### config.mk
export PLATFORM = sky130hd
export DESIGN_NAME = usb_line_monitor
export DESIGN_NICKNAME = d
export VERILOG_FILES = /design/src/rtl/usb_line_monitor.sv
export SDC_FILE = /design/constraint.sdc
export NUM_CORES = 1
export LEC_CHECK = 0
export BUFFER_PORTS_ARGS = -buffer_cell sky130_fd_sc_hd__buf_2
export CAP_MARGIN = 20
export CORE_ASPECT_RATIO = 1.4
export CORE_UTILIZATION = 53
export DETAILED_ROUTE_END_ITERATION = 10
export PLACE_DENSITY = 0.75
export SKIP_LAST_GASP = 1
export SYNTH_ARGS = -nofsm -noshare
export SYNTH_HDL_FRONTEND = slang
export SYNTH_SLANG_ARGS = --single-unit
export TNS_END_PERCENT = 1
### constraint.sdc
create_clock -name clk -period 1.9 [get_ports clk]
set_clock_uncertainty 0.05 [all_clocks]
set_input_delay 0.285 -clock clk [delete_from_list [all_inputs] [get_ports clk]]
set_output_delay 0.285 -clock clk [all_outputs]
set_load 0.01 [all_outputs]
### src/rtl/usb_line_monitor.sv
module usb_line_monitor #(
  parameter int CONNECT_BITS = 30,
  parameter int RESET_BITS   = 30,
  parameter int SUSPEND_BITS = 36000,
  parameter int EOP_MAX      = 2,
  parameter bit HOST_VIEW    = 1'b0
) (
  input  logic       clk,
  input  logic       rst_n,
  input  logic       bit_stb,
  input  logic       dp,
  input  logic       dm,
  output logic [1:0] line_o,
  output logic       sop_o,
  output logic       eop_o,
  output logic       bus_rst_o,
  output logic       suspend_o,
  output logic       resume_o,
  output logic       connect_o,
  output logic       disconnect_o,
  output logic       illegal_o,
  output logic       suspended_o,
  output logic       connected_o,
  output logic       in_reset_o
);
  localparam int SEW = $clog2(RESET_BITS + 2);
  localparam int IW  = $clog2(SUSPEND_BITS + 2);
  localparam int AW  = $clog2(CONNECT_BITS + 2);
  localparam logic [SEW-1:0] SE0_TOP = SEW'(RESET_BITS + 1);
  localparam logic [IW-1:0]  IDL_TOP = IW'(SUSPEND_BITS + 1);
  localparam logic [AW-1:0]  ACT_TOP = AW'(CONNECT_BITS + 1);

  logic [SEW-1:0] se0_cnt;
  logic [IW-1:0]  idle_cnt;
  logic [AW-1:0]  act_cnt;
  logic           in_pkt;

  wire [1:0] smp    = {dp, dm};
  wire       is_se0 = smp == 2'b00;
  wire       is_k   = smp == 2'b01;
  wire       is_j   = smp == 2'b10;
  wire       is_bad = smp == 2'b11;

  wire long_se0  = bit_stb && is_se0 && se0_cnt == SEW'(RESET_BITS);
  wire hit_conn  = bit_stb && (is_j || is_k) && act_cnt == AW'(CONNECT_BITS) && !connected_o;
  wire hit_eop   = bit_stb && is_j && se0_cnt != '0 && se0_cnt <= SEW'(EOP_MAX);
  wire hit_sop   = bit_stb && is_k && idle_cnt != '0 && !in_pkt && !suspended_o;
  wire hit_susp  = bit_stb && is_j && idle_cnt == IW'(SUSPEND_BITS) && connected_o && !suspended_o;
  wire hit_res   = bit_stb && is_k && suspended_o;
  wire hit_rst   = long_se0 && connected_o && !HOST_VIEW;
  wire hit_disc  = long_se0 && connected_o && HOST_VIEW;

  always_ff @(posedge clk) begin
    if (!rst_n) begin
      line_o       <= 2'b00;
      sop_o        <= 1'b0;
      eop_o        <= 1'b0;
      bus_rst_o    <= 1'b0;
      suspend_o    <= 1'b0;
      resume_o     <= 1'b0;
      connect_o    <= 1'b0;
      disconnect_o <= 1'b0;
      illegal_o    <= 1'b0;
      suspended_o  <= 1'b0;
      connected_o  <= 1'b0;
      in_reset_o   <= 1'b0;
      se0_cnt      <= '0;
      idle_cnt     <= '0;
      act_cnt      <= '0;
      in_pkt       <= 1'b0;
    end else begin
      sop_o        <= hit_sop;
      eop_o        <= hit_eop;
      bus_rst_o    <= hit_rst;
      suspend_o    <= hit_susp;
      resume_o     <= hit_res;
      connect_o    <= hit_conn;
      disconnect_o <= hit_disc;
      illegal_o    <= bit_stb && is_bad;

      if (bit_stb) line_o <= smp;

      if (bit_stb && !is_bad) begin
        se0_cnt  <= !is_se0 ? '0 : (se0_cnt == SE0_TOP ? se0_cnt : se0_cnt + 1'b1);
        idle_cnt <= !is_j   ? '0 : (idle_cnt == IDL_TOP ? idle_cnt : idle_cnt + 1'b1);
        act_cnt  <= is_se0  ? '0 : (act_cnt == ACT_TOP ? act_cnt : act_cnt + 1'b1);
      end

      if (hit_sop) in_pkt <= 1'b1;
      else if (bit_stb && is_se0) in_pkt <= 1'b0;

      if (hit_conn) connected_o <= 1'b1;
      else if (hit_disc) connected_o <= 1'b0;

      if (hit_susp) suspended_o <= 1'b1;
      else if (hit_res || long_se0) suspended_o <= 1'b0;

      if (hit_rst) in_reset_o <= 1'b1;
      else if (bit_stb && is_j) in_reset_o <= 1'b0;
    end
  end
endmodule

==> PnR_summary.wiki, run 1 <==
{| class="wikitable"
! Metric !! Value
|-
| Number of flops mapped to enable cells by yosys || 0
|-
| Aggregate routed wire length || 4070 um
|-
| Vias after detailed routing || 1683
|-
| Clock Latency Late Sink || 290 ps
|-
| Clk slew on worst S/H paths || 70 ps
|-
| Portion of the clock cycle consumed by the worst path in the final layout || 99.2%
|-
| Root Buffer || clkbuf_8
|-
| Setup violation total in the final timing report || 0
|-
| Setup repair after global routing missed its margin || yes
|-
| Kind of end point of the critical path || flip-flop
|-
| Largest delay share family, worst path || simple AND/OR/NAND/NOR gates
|-
| Capture point of the worst reg-to-reg path || idle_cnt[1]$_SDFFE_PN0P_
|-
| Drt wl/cell || 13.4 um
|-
| Endpoint required time on the critical path || 2070 ps
|-
| Cell with the largest stage delay on the worst path || or4b_4
|-
| Gr ovfl total || 0
|-
| Combined buffer and inverter count along the critical path || 1
|-
| Count of nets after finishing || 281
|-
| Clock buffers created by TritonCTS || 5
|-
| Cells after synthesis || 224
|-
| Boundary pin count || 18
|-
| Mean post-synth cell area || 8.82 um2
|-
| Synth cell types || 45
|-
| Standby leakage power || 0.976 nW
|-
| Horiz. Die Dim || 53.6 um
|-
| Final worst hold slack || 342 ps
|-
| Final routed DRC violation total || 0
|-
| Critical path, cell by cell || inv_2 > ha_1 > or4b_4 > or4b_4 > a21o_1 > a21oi_1
|-
| Clock Path Buffers || 2
|-
| Core area || 0.00347 mm2
|-
| Area contributors post-synth || dfxtp_1 (40%), ha_1 (8.9%), nand2_1 (3.6%)
|-
| Highest clock frequency the design can meet || 531 MHz
|-
| Total clock sinks || 39
|-
| Wire length of the first global-routing pass || 6870 um
|-
| Data arrival time at the worst-slack endpoint || 2060 ps
|-
| Post-CTS setup repair buffer count || 0
|-
| DIE AREA || 0.00398 mm2
|-
| Maximum number of pins on one net before global-route repair || 19
|-
| Slowest cell delay on critical path || 530 ps
|-
| Via count of the first global-routing pass || 1609
|-
| Count of H-tree levels built during CTS || 2
|-
| WHS Endpoint || line_o[1]$_SDFFE_PN0P_
|-
| IO buf count || 16
|-
| Type of element launching the critical path || flip-flop
|-
| RD Place Congestion || 0.787
|-
| Reg2reg setup slack || 20 ps
|-
| Worst Hold Class || input pin to flip-flop
|-
| Hold Path Stages || 4
|-
| Fraction of final layout cells with drive strength greater than 1 || 22.1%
|-
| Number of antenna violations at the first check in global routing || 0
|-
| Run status || finished clean
|-
| Fin area || 0.00234 mm2
|-
| Classification of the worst setup path || flip-flop to flip-flop
|-
| Hold path startpoint || dp
|-
| TritonRoute pass-1 iters || 4
|-
| Die Span Y || 74.2 um
|-
| Startpoint of the worst-slack reg-to-reg timing path || idle_cnt[1]$_SDFFE_PN0P_
|-
| Placement row count || 25
|-
| PwrDens || 640 mW/mm2
|-
| Commonest non-fill, non-tap cell in the layout || dfxtp_1
|-
| Via-to-Cell Ratio || 5.55
|-
| Final worst setup slack || 16.1 ps
|-
| GR Util All Layers || 23.9%
|-
| Share of flip-flops with an asynchronous set or reset || 0%
|-
| Total number of yosys warnings || 0
|-
| Antenna diodes || 0
|-
| HPWL reported at the end of detailed placement || 3110 um
|-
| Total power of the final layout || 1.50 mW
|-
| Final antenna-violating net count || 0
|-
| Pre-CTS WS || -113 ps
|-
| Most used DFF post-synth || dfxtp_1
|-
| Commonest cells after routing, fill and taps aside || dfxtp_1 (38), buf_4 (25), nand2_1 (19)
|-
| Number of pins exceeding their max-slew limit in the final report || 0
|-
| Clock tree from TritonCTS || yes
|-
| Number of hold-slack violations in the final timing report || 0
|-
| Maximum fanout along the worst path || 5
|-
| Post-synthesis sequential area ratio || 39.5%
|-
| Cell type with the highest aggregate area in the netlist || dfxtp_1
|-
| Cell Area, Placed || 0.00225 mm2
|-
| Post-layout min period || 1880 ps
|-
| Net count after synthesis || 243
|-
| Total of max-cap violations || 0
|-
| Post-synthesis sequential element count || 39
|-
| Number of DRC violations after detailed-routing iteration 0 || 23
|-
| Cell seen most often among critical-path stages || or4b_4
|-
| Post-synthesis instance area || 0.00198 mm2
|-
| Layout area overhead || 18.7%
|-
| Worst-case reg-to-reg path depth || 6
|-
| Count of hold-fix buffers inserted at cts || 0
|-
| Worst IR Drop VDD || 0.000577 V
|-
| Fraction of synthesized cell area taken by the top area cell type || 39.5%
|-
| Initial core utilization || 56.9%
|}
==> worst register-to-register path, cell delays in order, from the launching register on <==
cell and delay, ps:
dfxtp_2 330, inv_2 60, ha_1 130, or4b_4 440
or4b_4 530, a21o_1 180, a21oi_1 100
==> cell families (layout without fill, tap and decap cells) <==
kind of cell             count (synthesis)  in the layout  share of synthesized area [%]
flip-flops                              39             39                           39.5
buffers and inverters                   23             62                           4.75
multiplexers                             4              4                           2.03
AO/OA/AOI/OAI                           36             36                           11.6
adder cells (fa/ha/maj)                 14             14                           8.87
XOR/XNOR                                 8              8                           3.55
other                                    1              1                          0.190
AND/OR/NAND/NOR                         99             99                           29.5
==> worst max path at each step <==
stage                                         from                        end  depth (start not counted)
after global routing      idle_cnt[1]$_SDFFE_PN0P_   idle_cnt[0]$_SDFFE_PN0P_                          6
final                     idle_cnt[1]$_SDFFE_PN0P_   idle_cnt[1]$_SDFFE_PN0P_                          6
after global placement                          dp  idle_cnt[13]$_SDFFE_PN0P_                          6
after detailed placement                        dp  idle_cnt[13]$_SDFFE_PN0P_                          6
after CTS                 idle_cnt[1]$_SDFFE_PN0P_   idle_cnt[1]$_SDFFE_PN0P_                          6
after floorplan                                 dp  idle_cnt[11]$_SDFFE_PN0P_                          6
==> through the flow <==
stage	util, %	std cells	TNS (ps)
after floorplan	-	224	0
after global placement	64.8	295	-89.0
after detailed placement	64.8	295	-260
after CTS	67.3	303	-12.2
after global routing	67.5	303	-428
final	67.5	303	0
==> sequential cells by signal, indices dropped and copies added, names as in the netlist, 2 cells and up <==
signal    count
idle_cnt     16
act_cnt       5
se0_cnt       5
line_o        2
==> what timing repair did <==
action | in CTS | in global routing
endpoints found under the setup margin | 2 | 12
gates resized for setup | 2 | 2
pin swaps | 4 | 1
==> metal layers <==
metal / track usage (%) / up-vias / wire, um
li1: - / 872 / -
met5: 0 / - / 0
met2: 46.7 / 17 / 2300
met3: 3.89 / 9 / 54
met1: 22.5 / 785 / 1620
met4: 12.9 / 0 / 101
==> power breakdown <==
part           switching, mW  internal, mW  leakage (nW)
clock                  0.287         0.256        0.0412
combinational         0.0700        0.0550         0.619
sequential           0.00675         0.826         0.316
total                  0.364          1.14         0.976
==> layout make-up <==
| cell class | instances | area (um2) |
|---|---|---|
| inverter | 13 | 48.8 |
| multi-input combinational | 162 | 1110 |
| clock inverter | 2 | 12.5 |
| sequential | 39 | 782 |
| timing repair buffer | 41 | 268 |
| tap | 40 | 50.0 |
| clock buffer | 6 | 72.6 |
| fill | 285 | 1130 |
==> synthesized netlist by cell type, drive strengths merged (4+ instances only) <==
library cell,instances
a21oi,12
clkbuf,6
o21ai,6
nand4,7
mux2i,4
nor3,6
and3,6
nor2,14
nor2b,11
nor4,6
xnor2,4
nand3,6
o31ai,5
buf,4
inv,13
dfxtp,39
nand2,19
xor2,4
ha,14
(Power assumes the default switching activity.)
==> inputs of run 2 (changes only) <==
CORE_UTILIZATION = 43   (was 53)
PLACE_DENSITY = unset   (was 0.75)
PLACE_DENSITY_LB_ADDON = 0.08   (was unset)
==> run 2 against run 1 <==
Die area increased by 22%. Worst setup slack improved by 9.5 ps. Core utilization decreased by 11 points. Critical path depth unchanged. Design area increased by 3.6%. Count of clock-buffer cells in the layout decreased by 1. Global-route usage decreased by 3.6 points. Non-clock buffer count increased by 4. Largest cell class unchanged. Critical endpoint unchanged. Register-to-register slack about the same.
==> PnR_summary.wiki, run 2 (synthesis gave the netlist of run 1 again) <==
{| class="wikitable"
! Metric !! Value
|-
| Setup violation total in the final timing report || 0
|-
| Clock tree from TritonCTS || yes
|-
| Commonest cells after routing, fill and taps aside || dfxtp_1 (36), buf_4 (29), nand2_1 (19)
|-
| Clock Path Buffers || 2
|-
| Vias after detailed routing || 1665
|-
| TritonRoute pass-1 iters || 5
|-
| Count of H-tree levels built during CTS || 2
|-
| Via-to-Cell Ratio || 5.09
|-
| Type of element launching the critical path || flip-flop
|-
| Number of DRC violations after detailed-routing iteration 0 || 77
|-
| Maximum number of pins on one net before global-route repair || 19
|-
| Run status || finished clean
|-
| Number of antenna violations at the first check in global routing || 0
|-
| Post-layout min period || 1870 ps
|-
| Gr ovfl total || 0
|-
| Final antenna-violating net count || 0
|-
| Clk slew on worst S/H paths || 80 ps
|-
| Largest delay share family, worst path || simple AND/OR/NAND/NOR gates
|-
| Kind of end point of the critical path || flip-flop
|-
| Aggregate routed wire length || 4420 um
|-
| Flip-flop count of the largest register after layout || 16
|-
| Endpoint required time on the critical path || 2070 ps
|-
| Combined buffer and inverter count along the critical path || 1
|-
| Cell Area, Placed || 0.00231 mm2
|-
| Maximum fanout along the worst path || 5
|-
| Core area || 0.00431 mm2
|-
| Placement row count || 28
|-
| Wire length of the first global-routing pass || 7370 um
|-
| Root Buffer || clkbuf_8
|-
| GR Util All Layers || 20.3%
|-
| Clock buffers created by TritonCTS || 5
|-
| Standby leakage power || 1.01 nW
|-
| Slowest cell delay on critical path || 530 ps
|-
| Total power of the final layout || 1.67 mW
|-
| Registers with the highest flip-flop counts || idle_cnt (16), act_cnt (5), se0_cnt (5)
|-
| Count of nets after finishing || 285
|-
| Setup repair after global routing missed its margin || yes
|-
| Filler cell count in the final layout || 438
|-
| Portion of the clock cycle consumed by the worst path in the final layout || 98.7%
|-
| HPWL reported at the end of detailed placement || 3340 um
|-
| Cell with the largest stage delay on the worst path || or4b_4
|-
| PwrDens || 687 mW/mm2
|-
| Clock Latency Late Sink || 290 ps
|-
| Initial core utilization || 45.8%
|-
| Met2 WL || 2390 um
|-
| Commonest non-fill, non-tap cell in the layout || dfxtp_1
|-
| Antenna diodes || 0
|-
| IO buf count || 16
|-
| Classification of the worst setup path || flip-flop to flip-flop
|-
| Total of max-cap violations || 0
|-
| Layout area overhead || 23.0%
|-
| Boundary pin count || 18
|-
| Top Layer Used || met4
|-
| Data arrival time at the worst-slack endpoint || 2050 ps
|-
| Critical path, cell by cell || inv_2 > ha_1 > or4b_1 > or4b_4 > a21o_1 > a21oi_2
|-
| Fin area || 0.00243 mm2
|-
| Horiz. Die Dim || 59.3 um
|-
| Final routed DRC violation total || 0
|-
| Via count of the first global-routing pass || 1667
|-
| Met3 wire length || 84 um
|-
| RD Place Congestion || 0.840
|-
| Wire length the detailed router placed on met1 || 1900 um
|-
| Fraction of final layout cells with drive strength greater than 1 || 24.3%
|-
| Total clock sinks || 39
|-
| DIE AREA || 0.00487 mm2
|-
| Drt wl/cell || 13.5 um
|-
| Highest clock frequency the design can meet || 534 MHz
|-
| Die Span Y || 82.2 um
|-
| Register ranked first by flip-flop count || idle_cnt
|-
| Number of hold-slack violations in the final timing report || 0
|-
| Worst IR Drop VDD || 0.000449 V
|-
| Worst Hold Class || input pin to flip-flop
|-
| Number of pins exceeding their max-slew limit in the final report || 0
|}
-- run 2: changes by cell type in the layout (fill, tap and decap cells not counted) --
cell,change
dfxtp_1,-2
buf_4,+4
clkinvlp_4,-1
dfxtp_2,+2
bufinv_16,+1
clkinv_4,+1
clkbuf_1,-1
-- run 2: timing repair --
action                     in CTS  in global routing
setup buffers                   0                  0
hold buffers                    0                  0
hold endpoints to repair        0                  0
cloned                          0                  0
gates resized for setup         4                  2
setup endpoints to repair       2                  8
pin swaps                       3                  2
-- run 2: worst paths after layout --
path	startpoint	end	slack (ps)	cells after the start
max	idle_cnt[1]$_SDFFE_PN0P_	idle_cnt[1]$_SDFFE_PN0P_	30	6
min	dm	line_o[0]$_SDFFE_PN0P_	330	4
max reg2reg	idle_cnt[1]$_SDFFE_PN0P_	idle_cnt[1]$_SDFFE_PN0P_	30	6
min reg2reg	in_pkt$_SDFFE_PN0P_	in_pkt$_SDFFE_PN0P_	420	2
-- run 2: worst register-to-register path: cells and delay by family, from the launching register on --
kind	cells	cell delay, ps
flops	1	330
simple gates	2	960
fa+ha+maj	1	120
buf+inv	1	50
compound gates	2	300
-- run 2: layer usage --
layer  up-vias  GRT usage, %
met1       776          21.1
li1        869             -
met2        16          38.8
met5         -             0
met3         4          4.67
met4         0          7.38
-- run 2: final cells by class --
class | count | area (um2) | area share [%]
multi-input combinational | 162 | 1110 | 45.7
sequential | 39 | 785 | 32.3
timing repair buffer | 45 | 298 | 12.3
tap | 60 | 75.1 | 3.09
clock buffer | 5 | 68.8 | 2.83
inverter | 13 | 48.8 | 2.01
clock inverter | 3 | 43.8 | 1.80
-- run 2: where the power goes --
group          internal [mW]  leakage (nW)  switching [mW]
sequential             0.826         0.316         0.00641
clock                  0.392        0.0581           0.320
combinational         0.0552         0.637          0.0708
total                   1.27          1.01           0.397
-- run 2: through the flow --
stage                     cells  util (%)  worst slack, ps  hold slack, ps  TNS, ps
final                       327      56.4             25.6             334        0
after global routing        327      56.4            -60.2             343     -195
after CTS                   327      56.3            -8.47             326    -11.6
after detailed placement    319      53.5             -126             409     -343
after global placement      319      53.5            -67.7             399     -196
after floorplan             224         -             10.3             381        0
